File: src/rtl/prg_map_pkg.sv
package prg_map_pkg;

    localparam int CPU_AW  = 16;
    localparam int DATA_W  = 8;
    localparam int BANK_W  = 12;
    localparam int OFFS_W  = 13;
    localparam int ROM_AW  = BANK_W + OFFS_W;
    localparam int OUTER_W = BANK_W - DATA_W;
    localparam int REL_W   = BANK_W - 1;
    localparam int NUM_WIN = 4;

    // Register addresses (software-visible map)
    localparam logic [CPU_AW-1:0] A_OUTER_ALL = 16'h4100;
    localparam logic [CPU_AW-1:0] A_SWAP      = 16'h4105;
    localparam logic [CPU_AW-1:0] A_INNER_0   = 16'h4107;
    localparam logic [CPU_AW-1:0] A_INNER_1   = 16'h4108;
    localparam logic [CPU_AW-1:0] A_INNER_2   = 16'h4109;
    localparam logic [CPU_AW-1:0] A_MID_VAL   = 16'h410A;
    localparam logic [CPU_AW-1:0] A_LAYOUT    = 16'h410B;
    localparam logic [CPU_AW-1:0] A_OUTER_01  = 16'h4110;
    localparam logic [CPU_AW-1:0] A_OUTER_2   = 16'h4111;
    localparam logic [CPU_AW-1:0] A_EXT_CTL   = 16'h411C;
    localparam logic [CPU_AW-1:0] A_REL_LO    = 16'h4127;
    localparam logic [CPU_AW-1:0] A_REL_HI    = 16'h4128;

    typedef struct packed {
        logic [OUTER_W-1:0] outer_all;
        logic               swap;
        logic [DATA_W-1:0]  inner_0;
        logic [DATA_W-1:0]  inner_1;
        logic [DATA_W-1:0]  inner_2;
        logic [DATA_W-1:0]  mid_val;
        logic [2:0]         mask_sel;
        logic               win2_en;
        logic [OUTER_W-1:0] outer_0;
        logic [OUTER_W-1:0] outer_1;
        logic [OUTER_W-1:0] outer_2;
        logic               split_outer;
        logic [DATA_W-1:0]  rel_lo;
        logic [REL_W-DATA_W-1:0] rel_hi;
    } cfg_t;

    function automatic logic [DATA_W-1:0] inner_mask(input logic [2:0] sel);
        if (sel == 3'd7) return 8'hFF;
        return 8'h3F >> sel;
    endfunction

endpackage

File: src/rtl/prg_map_regs.sv
module prg_map_regs
    import prg_map_pkg::*;
(
    input  logic              clk,
    input  logic              rst_n,
    input  logic              wr_en,
    input  logic [CPU_AW-1:0] wr_addr,
    input  logic [DATA_W-1:0] wr_data,
    output cfg_t              cfg_q
);

    cfg_t cfg_d;

    always_comb begin
        cfg_d = cfg_q;
        if (wr_en) begin
            case (wr_addr)
                A_OUTER_ALL: cfg_d.outer_all   = wr_data[7:4];
                A_SWAP:      cfg_d.swap        = wr_data[6];
                A_INNER_0:   cfg_d.inner_0     = wr_data;
                A_INNER_1:   cfg_d.inner_1     = wr_data;
                A_INNER_2:   cfg_d.inner_2     = wr_data;
                A_MID_VAL:   cfg_d.mid_val     = wr_data;
                A_LAYOUT: begin
                    cfg_d.mask_sel = wr_data[2:0];
                    cfg_d.win2_en  = wr_data[6];
                end
                A_OUTER_01: begin
                    cfg_d.outer_0 = wr_data[3:0];
                    cfg_d.outer_1 = wr_data[7:4];
                end
                A_OUTER_2:   cfg_d.outer_2     = wr_data[3:0];
                A_EXT_CTL:   cfg_d.split_outer = wr_data[5];
                A_REL_LO:    cfg_d.rel_lo      = wr_data;
                A_REL_HI:    cfg_d.rel_hi      = wr_data[2:0];
                default: ;
            endcase
        end
    end

    always_ff @(posedge clk) begin
        if (!rst_n) cfg_q <= '0;
        else        cfg_q <= cfg_d;
    end

endmodule

File: src/rtl/prg_map_lane.sv
module prg_map_lane
    import prg_map_pkg::*;
#(
    parameter int LANE     = 0,
    parameter bit EXTENDED = 1'b1
) (
    input  cfg_t              cfg,
    output logic [BANK_W-1:0] bank
);

    logic [1:0]         src;
    logic               split;
    logic [DATA_W-1:0]  inner;
    logic [OUTER_W-1:0] outer;
    logic [DATA_W-1:0]  mask;
    logic [DATA_W-1:0]  low;
    logic [REL_W-1:0]   rel;

    always_comb begin
        // Windows 0 and 2 trade sources when the swap bit is set
        if (cfg.swap && (LANE % 2 == 0)) src = 2'(LANE ^ 2);
        else                             src = 2'(LANE);

        split = EXTENDED && cfg.split_outer;

        case (src)
            2'd0: begin
                inner = cfg.inner_0;
                outer = split ? cfg.outer_0 : cfg.outer_all;
            end
            2'd1: begin
                inner = cfg.inner_1;
                outer = split ? cfg.outer_1 : cfg.outer_all;
            end
            2'd2: begin
                inner = cfg.win2_en ? cfg.inner_2 : 8'hFE;
                outer = (split && cfg.win2_en) ? cfg.outer_2 : cfg.outer_all;
            end
            default: begin
                inner = 8'hFF;
                outer = cfg.outer_all;
            end
        endcase

        mask = inner_mask(cfg.mask_sel);
        low  = (inner & mask) | (cfg.mid_val & ~mask);
        rel  = EXTENDED ? {cfg.rel_hi, cfg.rel_lo} : '0;
        bank = {outer, low} + {1'b0, rel};
    end

endmodule

File: src/rtl/prg_bank_mapper.sv
module prg_bank_mapper
    import prg_map_pkg::*;
#(
    parameter bit EXTENDED = 1'b1
) (
    input  logic              clk,
    input  logic              rst_n,
    input  logic              wr_en,
    input  logic [CPU_AW-1:0] wr_addr,
    input  logic [DATA_W-1:0] wr_data,
    input  logic [CPU_AW-1:0] cpu_addr,
    output logic [ROM_AW-1:0] rom_addr,
    output logic              unmapped
);

    cfg_t              cfg_q;
    logic [BANK_W-1:0] lane_bank [NUM_WIN];
    logic [1:0]        win;

    prg_map_regs u_regs (
        .clk     (clk),
        .rst_n   (rst_n),
        .wr_en   (wr_en),
        .wr_addr (wr_addr),
        .wr_data (wr_data),
        .cfg_q   (cfg_q)
    );

    for (genvar g = 0; g < NUM_WIN; g++) begin : g_lane
        prg_map_lane #(.LANE(g), .EXTENDED(EXTENDED)) u_lane (
            .cfg  (cfg_q),
            .bank (lane_bank[g])
        );
    end

    always_comb begin
        win      = cpu_addr[OFFS_W+1:OFFS_W];
        rom_addr = {lane_bank[win], cpu_addr[OFFS_W-1:0]};
        unmapped = !cpu_addr[CPU_AW-1];
    end

endmodule

File: config.mk
export PLATFORM = sky130hd
export DESIGN_NAME = prg_bank_mapper
export DESIGN_NICKNAME = d
export VERILOG_FILES = /design/src/rtl/prg_map_pkg.sv /design/src/rtl/prg_map_regs.sv /design/src/rtl/prg_map_lane.sv /design/src/rtl/prg_bank_mapper.sv
export SDC_FILE = /design/constraint.sdc
export NUM_CORES = 1
export LEC_CHECK = 0
export ABC_AREA = 1
export BUFFER_PORTS_ARGS = -buffer_cell sky130_fd_sc_hd__clkbuf_2
export CORE_UTILIZATION = 52
export CTS_CLUSTER_DIAMETER = 30
export CTS_CLUSTER_SIZE = 8
export DETAILED_ROUTE_END_ITERATION = 10
export GPL_ROUTABILITY_DRIVEN = 0
export HOLD_SLACK_MARGIN = 0.05
export PLACE_DENSITY = 0.76
export SETUP_SLACK_MARGIN = 0.02
export SLEW_MARGIN = 20
export SYNTH_ARGS = -nofsm -noshare
export SYNTH_HDL_FRONTEND = slang
export SYNTH_HIERARCHICAL = 1
export SYNTH_SLANG_ARGS = --single-unit
File: constraint.sdc
create_clock -name clk -period 3.25 [get_ports clk]
set_input_delay 0.65 -clock clk [delete_from_list [all_inputs] [get_ports clk]]
set_output_delay 0.65 -clock clk [all_outputs]
set_load 0.05 [all_outputs]
## Word level (Yosys, flattened, before mapping)

Index checks and enable logic that the tools add are counted.

| storage, ports and cells | value |
|---|---|
| bits of input ports | 43 |
| logic and storage cells | 79 |
| bits in registers | 65 |

| cells by class | value |
|---|---|
| mux-type cells | 16 |
| bitwise logic cells | 10 |
| reduce and logical (&&, ||, !) cells | 16 |
| add/subtract/negate cells | 4 |
| $lt $le $gt $ge | 1 |
| equality and inequality tests | 17 |
| shifts and indexed selects | 1 |

Operator list:

| kind | count |
|---|---|
| $eq A16 B15 Y1 const B | 12 |
| $add A12 B11 Y12 | 4 |
| $pmux W8 S3 | 2 |
| $and A8 B8 Y8 | 4 |
| $or A8 B8 Y8 | 4 |
| $bmux W12 S2 | 1 |
| $mux W12 | 2 |
| $mux W8 | 3 |
| $pmux W4 S3 | 2 |
| $reduce_and A2 Y1 | 12 |
| $mux W4 | 3 |
| $not A8 Y8 | 1 |
| $shr A6 B3 Y8 const A | 1 |
| $eq A2 B1 Y1 const B | 2 |
| $eq A2 B2 Y1 const B | 2 |
| $logic_not A2 Y1 | 2 |
| $mux W2 | 2 |
| $eq A3 B3 Y1 const B | 1 |
| $ge A3 B3 Y1 const B | 1 |
| $not A2 Y3 | 1 |
| $logic_and A1 B1 Y1 | 1 |
| $logic_not A1 Y1 | 1 |
| $mux W1 | 1 |

## Logic depth before layout (Yosys ltp)

Gate-level depths: netlist (run 1).

| depth | value |
|---|---|
| word-level depth | 10 |
| gate-level depth with buffers | 20 |

## By module

The synthesis (run 1) kept the hierarchy.

Modules (own cells, without submodules):

| module | sequential area each (sq um) | area each (sq um) | cells an instance | times used |
|---|---|---|---|---|
| prg_map_regs | 1,301.2 | 3,410.8 | 542 | 1 |
| prg_map_lane at g_lane[2].u_lane | 0.0 | 969.7 | 189 | 1 |
| prg_map_lane at g_lane[0].u_lane | 0.0 | 967.2 | 189 | 1 |
| prg_map_lane at g_lane[1].u_lane | 0.0 | 864.6 | 156 | 1 |
| prg_bank_mapper | 0.0 | 724.4 | 155 | 1 |
| prg_map_lane at g_lane[3].u_lane | 0.0 | 720.7 | 141 | 1 |

## Least setup slack after synthesis (run 1)

Ideal clock, no wire load.

| timing path | value |
|---|---|
| path type | reg2out |
| start | register u_regs/cfg_q[27] (netlist name) |
| end | output rom_addr[19] |
| arrival | 2.850 ns |
| path slack | -0.250 ns |
| data required time | 2.600 ns |
| cell stages (with the launch flop) | 18 |
| cell sequence | dfxtp_1 -> inv_2 -> nor2_4 -> nand2_1 -> a31oi_1 -> ha_1 -> inv_1 -> fa_1 -> inv_1 -> nand3_1 -> nand3_2 -> nand2_1 -> nand2_1 -> xor2_1 -> inv_1 -> nand2_2 -> nand3_1 -> nand2_1 |

RTL lines:

| element | line | source |
|---|---|---|
| end, declared | prg_bank_mapper.sv:12 | `output logic [ROM_AW-1:0] rom_addr,` |

==> out/summary.md, run 1 <==
### Worst setup path
• **cell with the largest stage delay on the worst path** sky130_fd_sc_hd__dfxtp_2
• **startpoint types** register
• **dominant cell type by count on the critical path** sky130_fd_sc_hd__nand2_1
• **required time at the endpoint of the critical path** 2.60 ns
• **cells along the critical path** buf_6 -> or2_4 -> buf_4 -> nand2_4 -> nand2_4 -> o21ai_4 -> inv_2 -> ha_4 -> nand2_1 -> nor2_1 -> nand3_1 -> nand3_1 -> nand2_1 -> nand2_1 -> inv_1 -> nand2_1 -> nand3_1 -> nand2_2 -> buf_12
• **critical path data arrival time** 3.03 ns
• **length in cells of the worst reg-to-reg path** 4
• **kind of end point of the critical path** output port
• **startpoint-to-endpoint class of the critical path** register to output port
• **critical-path maximum fanout** 7
• **maximum single-stage delay on the critical path** 0.34 ns

### Synth
• **syn nets** 1,463
• **count of yosys warnings during synthesis** 6
• **cell types with the highest counts after synthesis** sky130_fd_sc_hd__nand2_1 (434), sky130_fd_sc_hd__inv_1 (314), sky130_fd_sc_hd__nor2_1 (140)
• **share of synthesized area occupied by flip-flops and latches** 17.0%
• **top-area cell type share of the netlist area** 21.3%
• **number of synthesized flops with an enable pin** 0
• **cell accounting for the most synthesized area** sky130_fd_sc_hd__nand2_1
• **count of distinct cell types in the synthesized netlist** 41
• **top_reg_cell synth** sky130_fd_sc_hd__dfxtp_1
• **most frequent cell after synthesis** sky130_fd_sc_hd__nand2_1
• **Synth Instances** 1,372
• **area of the mapped netlist** 0.00766 sq mm
• **share of flip-flops with an asynchronous set or reset** 0%
• **flip-flop and latch count after synthesis** 65
• **average size of a mapped cell** 5.58 sq um
• **leading post-synthesis cells by cell area** sky130_fd_sc_hd__nand2_1 (21%), sky130_fd_sc_hd__dfxtp_1 (17%), sky130_fd_sc_hd__inv_1 (15%)

### Power and ir drop
• **leakage power summed over all cells** 5.15 nW
• **maximum ir drop on the vdd rail** 0.317 mV
• **power density of the placed cells** 207 mW/mm^2

### Cells and area
• **register containing the most flip-flops in the final layout** u_regs/cfg_q
• **footprint of the multi-input gates** 0.00537 sq mm
• **relative area change from synthesis to final layout** 22.6%
• **final cell count without fillers** 1,640
• **number of flip-flops in the largest register** 65
• **biggest regs** u_regs/cfg_q x65
• **number of nets in the layout** 1,546
• **Inserted Diodes** 0
• **proportion of layout cells with a drive suffix above 1** 21.4%
• **Fillers** 1,288
• **fin util** 66.6%
• **area taken by flip-flops and latches** 0.00131 sq mm

### Global route
• **GRT overflow** 0
• **wire length of the first global-routing pass** 36.0 mm
• **largest net degree at the start of global routing** 35
• **antenna violations before repair** 0
• **number of global-route vias before repair** 7,528
• **GRT Overall Usage** 30.7%

### Status
• **failing checks** setup timing
• **run status** finished with violations

### Floorplan
• **Die Footprint** 0.0152 sq mm
• **Starting Density** 54.3%
• **DIE WIDTH** 123 um
• **Placeable Area** 0.0141 sq mm
• **die span in y** 123 um
• **# rows** 43
• **I/O pin total** 69

### Routing
• **via count normalized by instance count** 5.28
• **remaining design rule violation count** 0
• **remaining antenna violation count after routing** 0
• **violation count after the first detailed-routing iteration** 842
• **routed length per instance** 14.4 um
• **vias after detailed routing** 8,661
• **overall routed net length** 23.6 mm
• **total iterations of the first detailed-routing run** 7

### Clock tree
• **clock tree from TritonCTS** done
• **CTS Root Buffer Type** sky130_fd_sc_hd__clkbuf_16
• **H-tree Lvls** 3
• **number of hold buffers added after cts** 0
• **CTS clock-pin slew for the worst setup and hold paths** 0.06 ns
• **cts bufs inserted** 9
• **clock network latency to the later pin of the worst-skew pair** 0.33 ns
• **Clock Sinks** 65
• **maximum clock insertion buffer count** 2

### Worst hold path
• **worst hold path stage count** 4
• **Hold Path Class** register to register

### STA
• **final setup violation count** 10
• **unrepaired setup endpoints after global routing** yes
• **maximum clock frequency** 272 MHz
• **final critical-path share of the clock period** 113%
• **Hold Violations, Final** 0
• **aggregate negative setup slack** -2.39 ns
• **setup skew after layout** 0 ns
• **crit path time final** 3.68 ns
• **post-route worst setup slack** -0.432 ns
• **pins over their slew limit** 0
• **Slew HR** 46.7%
• **worst-margin pin slew** 0.797 ns

### Placement
• **number of port buffers** 42
• **final HPWL from detailed placement** 16.9 mm
• **cell count after placement** 1,596
• **setup slack at placement** -0.0352 ns

### Job
• **number of max-cap violations** 0

[final timing paths]
| check | from | endpoint | slack (ns) |
|---|---|---|---|
| max | u_regs/cfg_q[26] | rom_addr[22] | -0.43 |
| min | u_regs/cfg_q[47] | u_regs/cfg_q[47] | 0.51 |
| max reg2reg | u_regs/cfg_q[9] | u_regs/cfg_q[9] | 2.27 |
| min reg2reg | u_regs/cfg_q[47] | u_regs/cfg_q[47] | 0.51 |
[layout make-up]
| class | instances | area share (%) |
|---|---|---|
| Multi-Input combinational cell | 936 | 57.2 |
| Sequential cell | 65 | 14.0 |
| Inverter | 329 | 13.2 |
| Timing Repair Buffer | 114 | 10.2 |
| Clock buffer | 9 | 2.40 |
| Tap cell | 180 | 2.40 |
| Clock inverter | 7 | 0.586 |
[through the flow]
stage	total power, mW	cell area (sq um)	hold WS (ns)
after floorplan	0.999	7670	0.483
after global placement	1.04	8280	0.498
after detailed placement	1.04	8280	0.500
after CTS	1.95	8930	0.512
after global routing	2.01	9390	0.552
final	1.94	9390	0.512
[placed cells by master (no fill, tap or decap), drive strengths merged]
| cell | instances |
|---|---|
| a22oi | 1 |
| clkinvlp | 2 |
| o21ai | 30 |
| dfxtp | 65 |
| buf | 83 |
| nand3 | 94 |
| fa | 4 |
| o21a | 1 |
| xnor2 | 4 |
| or2 | 4 |
| ha | 44 |
| inv | 330 |
| nor2 | 155 |
| clkbuf | 40 |
| nand4 | 72 |
| a21oi | 25 |
| clkinv | 4 |
| nand2 | 452 |
| o22ai | 20 |
| a31oi | 2 |
| xor2 | 20 |
| nor3 | 2 |
| mux2 | 6 |
[worst max-delay path: cells and delay by family (launching register included)]
family / cells / cell delay [ns]
buf+inv: 5 / 0.53
simple gates: 12 / 1.45
flops: 1 / 0.34
compound gates: 1 / 0.08
fa+ha+maj: 1 / 0.28
[routing by layer]
metal,global-route usage [%],wire length (um),vias to the layer above,share of wire (%)
met4,12.0,1090,0,4.6
li1,-,-,4346,-
met5,0,0,-,0
met3,3.55,1950,98,8.3
met1,40.5,9870,3803,42
met2,50.7,10700,414,45
[cell families (layout without fill, tap and decap cells)]
family / after synthesis / in the layout / share of synthesized area, %
adders and majority gates: 48 / 48 / 8.24
buffers and inverters: 371 / 459 / 19.9
xor gates and xnor gates: 24 / 24 / 2.75
DFF: 65 / 65 / 17.0
AOI/OAI and AO/OA: 79 / 79 / 5.88
and+or+nand+nor: 779 / 779 / 45.2
muxes: 6 / 6 / 1.03
[where the power goes]
group / total (mW) / switching [mW] / internal [mW]
combinational: 0.240 / 0.162 / 0.0774
clock: 0.908 / 0.386 / 0.522
sequential: 0.795 / 0.0000198 / 0.795
total: 1.94 / 0.549 / 1.39
[timing repair]
| item | in CTS | in global routing |
|---|---|---|
| endpoints found under the setup margin | 10 | 11 |
| pin swaps | 26 | 39 |
| buffers inserted | 11 | 17 |
| gates resized for setup | 69 | 83 |
| endpoints found under the hold margin | 0 | 0 |
No activity file was read; power rests on OpenSTA's default activity.
==> run 2, diff against run 1 <==
Settings changed: ABC_AREA 1 to default, PLACE_DENSITY 0.76 to 0.77.
==> run 2 against run 1 <==
The flow still finishes with violations (setup timing). Synthesized cell count shrank 50%. Largest cell class unchanged. Sequential share of layout area grew 2.8 points. Critical path type unchanged. Sequential power about the same. Wire length fell by 20%. Maximum frequency shrank 9.3%.
==> out/summary.md, run 2 <==
### Worst hold path
• **Hold Path Class** register to register
• **worst hold start** u_regs/cfg_q[18]
• **Hold Crit Endpoint** u_regs/cfg_q[18]
• **worst hold path stage count** 2

### Worst setup path
• **maximum single-stage delay on the critical path** 0.49 ns
• **startpoint-to-endpoint class of the critical path** register to output port
• **kind of end point of the critical path** output port
• **Reg2Reg Capture Point** u_regs/cfg_q[27]
• **startpoint types** register
• **critical path data arrival time** 3.41 ns
• **length in cells of the worst reg-to-reg path** 5
• **setup slack of the most critical reg-to-reg path** 2.20 ns
• **critical-path maximum fanout** 8
• **required time at the endpoint of the critical path** 2.60 ns
• **critical register-to-register path startpoint** u_regs/cfg_q[27]
• **cells along the critical path** buf_6 -> and3_1 -> o21ai_2 -> o31ai_2 -> ha_1 -> o21a_1 -> o31a_1 -> or2_1 -> a221o_1 -> xor2_1 -> mux4_2 -> buf_8
• **cell with the largest stage delay on the worst path** sky130_fd_sc_hd__mux4_2

### Global route
• **GRT overflow** 0
• **wire length of the first global-routing pass** 28.6 mm
• **GRT Overall Usage** 31.4%
• **largest net degree at the start of global routing** 47
• **number of global-route vias before repair** 6,003
• **antenna violations before repair** 0

### Cells and area
• **Fillers** 775
• **proportion of layout cells with a drive suffix above 1** 35.2%
• **number of nets in the layout** 937
• **leading cell type in the layout, fill and taps excluded** sky130_fd_sc_hd__buf_4
• **Inserted Diodes** 0
• **number of flip-flops in the largest register** 65
• **biggest regs** u_regs/cfg_q x65
• **register containing the most flip-flops in the final layout** u_regs/cfg_q
• **relative area change from synthesis to final layout** 33.9%
• **highest-count cells in the layout ignoring fill and taps** sky130_fd_sc_hd__buf_4 (131), sky130_fd_sc_hd__nand2_1 (98), sky130_fd_sc_hd__mux2i_1 (63)

### Synth
• **flip-flop and latch count after synthesis** 65
• **share of flip-flops with an asynchronous set or reset** 0%
• **count of distinct cell types in the synthesized netlist** 72
• **number of synthesized flops with an enable pin** 0
• **syn nets** 778
• **leading post-synthesis cells by cell area** sky130_fd_sc_hd__dfxtp_1 (22%), sky130_fd_sc_hd__mux2i_1 (11%), sky130_fd_sc_hd__ha_1 (9.4%)
• **average size of a mapped cell** 8.54 sq um
• **share of synthesized area occupied by flip-flops and latches** 22.2%
• **area of the mapped netlist** 0.00586 sq mm
• **most frequent cell after synthesis** sky130_fd_sc_hd__nand2_1
• **Synth Instances** 687
• **cell accounting for the most synthesized area** sky130_fd_sc_hd__dfxtp_1
• **cell types with the highest counts after synthesis** sky130_fd_sc_hd__nand2_1 (99), sky130_fd_sc_hd__dfxtp_1 (65), sky130_fd_sc_hd__mux2i_1 (64)
• **top_reg_cell synth** sky130_fd_sc_hd__dfxtp_1
• **top-area cell type share of the netlist area** 22.2%
• **count of yosys warnings during synthesis** 6

### Clock tree
• **maximum clock insertion buffer count** 2
• **cts bufs inserted** 9
• **CTS Root Buffer Type** sky130_fd_sc_hd__clkbuf_16
• **Clock Sinks** 65
• **clock tree from TritonCTS** done
• **H-tree Lvls** 3
• **clock network latency to the later pin of the worst-skew pair** 0.32 ns
• **CTS clock-pin slew for the worst setup and hold paths** 0.05 ns

### STA
• **post-route worst setup slack** -0.808 ns
• **unrepaired setup endpoints after global routing** yes
• **worst-margin pin slew** 0.890 ns
• **crit path time final** 4.06 ns
• **Slew HR** 40.6%
• **final critical-path share of the clock period** 125%
• **final setup violation count** 11
• **setup skew after layout** 0 ns
• **Hold Violations, Final** 0
• **hold_ws** 0.459 ns
• **maximum clock frequency** 246 MHz
• **pins over their slew limit** 0

### Floorplan
• **I/O pin total** 69
• **Die Footprint** 0.0117 sq mm
• **Starting Density** 53.6%
• **DIE WIDTH** 108 um
• **die span in y** 108 um
• **Placeable Area** 0.0109 sq mm
• **# rows** 38

### Status
• **run status** finished with violations
• **failing checks** setup timing

### Power and ir drop
• **maximum ir drop on the vdd rail** 0.243 mV
• **Total Power Consumption** 1.78 mW
• **leakage power summed over all cells** 3.56 nW
• **power density of the placed cells** 227 mW/mm^2

### Routing
• **routed length per instance** 19.2 um
• **via count normalized by instance count** 6.18
• **overall routed net length** 19.0 mm
• **remaining antenna violation count after routing** 0
• **violation count after the first detailed-routing iteration** 767
• **vias after detailed routing** 6,115
• **total iterations of the first detailed-routing run** 6
• **remaining design rule violation count** 0

### Placement
• **setup slack at placement** -0.539 ns
• **final HPWL from detailed placement** 13.3 mm
• **number of port buffers** 42

### Job
• **number of max-cap violations** 0

run 2: routing by layer:
layer  vias up  GRT usage (%)  wire (um)
li1       2817              -          -
met1      2850           38.2       7540
met2       374           53.5       9120
met3        74           4.88       1560
met4         0           16.0        797
met5         -              0          0
run 2: logic make-up (layout without fill, tap and decap cells):
logic type / count (synthesis) / after routing / synth area share [%]
adders and majority gates: 48 / 48 / 10.8
AOI/OAI and AO/OA: 155 / 155 / 17.7
and+or+nand+nor: 227 / 227 / 20.2
muxes: 86 / 86 / 17.6
xor gates and xnor gates: 42 / 42 / 6.27
DFF: 65 / 65 / 22.2
buffers and inverters: 64 / 227 / 5.36
run 2: worst max-delay path: cells and delay by family, from the launching register on:
family,cells,cell delay [ns]
AO/OA/AOI/OAI,5,0.92
AND/OR/NAND/NOR,2,0.49
multiplexers,1,0.49
flip-flops,1,0.38
buffers and inverters,2,0.32
adder cells (fa/ha/maj),1,0.31
XOR/XNOR,1,0.16
run 2: where the power goes:
group	internal (mW)	switching, mW
logic	0.0395	0.0825
clock network	0.530	0.333
registers	0.794	0.00000741
total	1.36	0.416
run 2: metrics by stage:
stage,TNS (ns),instance area [sq um],instances,utilization [%]
2_1_floorplan,-1.37,5970,687,-
3_3_place_gp,-2.97,7000,951,64.0
3_5_place_dp,-3.21,7000,951,64.0
4_1_cts,-6.14,7590,979,69.4
5_1_grt,-7.29,7850,990,71.8
6_report,-6.38,7850,990,71.8
run 2: layout make-up:
type / count / area, sq um / area share (%)
multi-input cells: 558 / 4550 / 58.0
repair buffers: 185 / 1450 / 18.4
flip-flops and latches: 65 / 1320 / 16.8
clock buffers: 12 / 246 / 3.14
well taps: 140 / 175 / 2.23
inverters: 27 / 101 / 1.29
clock inverters: 3 / 16.3 / 0.207
run 2: worst max-delay path by stage:
| stage | startpoint | endpoint | slack, ns | cells after the start |
|---|---|---|---|---|
| after floorplan | u_regs/cfg_q[25] | rom_addr[21] | -0.31 | 12 |
| after global routing | u_regs/cfg_q[25] | rom_addr[23] | -0.88 | 13 |
| final | u_regs/cfg_q[25] | rom_addr[21] | -0.81 | 12 |
| after CTS | u_regs/cfg_q[25] | rom_addr[21] | -0.78 | 12 |
| after global placement | u_regs/cfg_q[24] | rom_addr[23] | -0.48 | 13 |
| after detailed placement | u_regs/cfg_q[25] | rom_addr[21] | -0.54 | 13 |
run 2: timing repair:
action | 4_1_cts | 5_1_grt
hold buffers | 0 | 0
setup endpoints to repair | 11 | 11
buffers inserted | 13 | 11
resized for setup | 59 | 44
pin swaps | 22 | 34
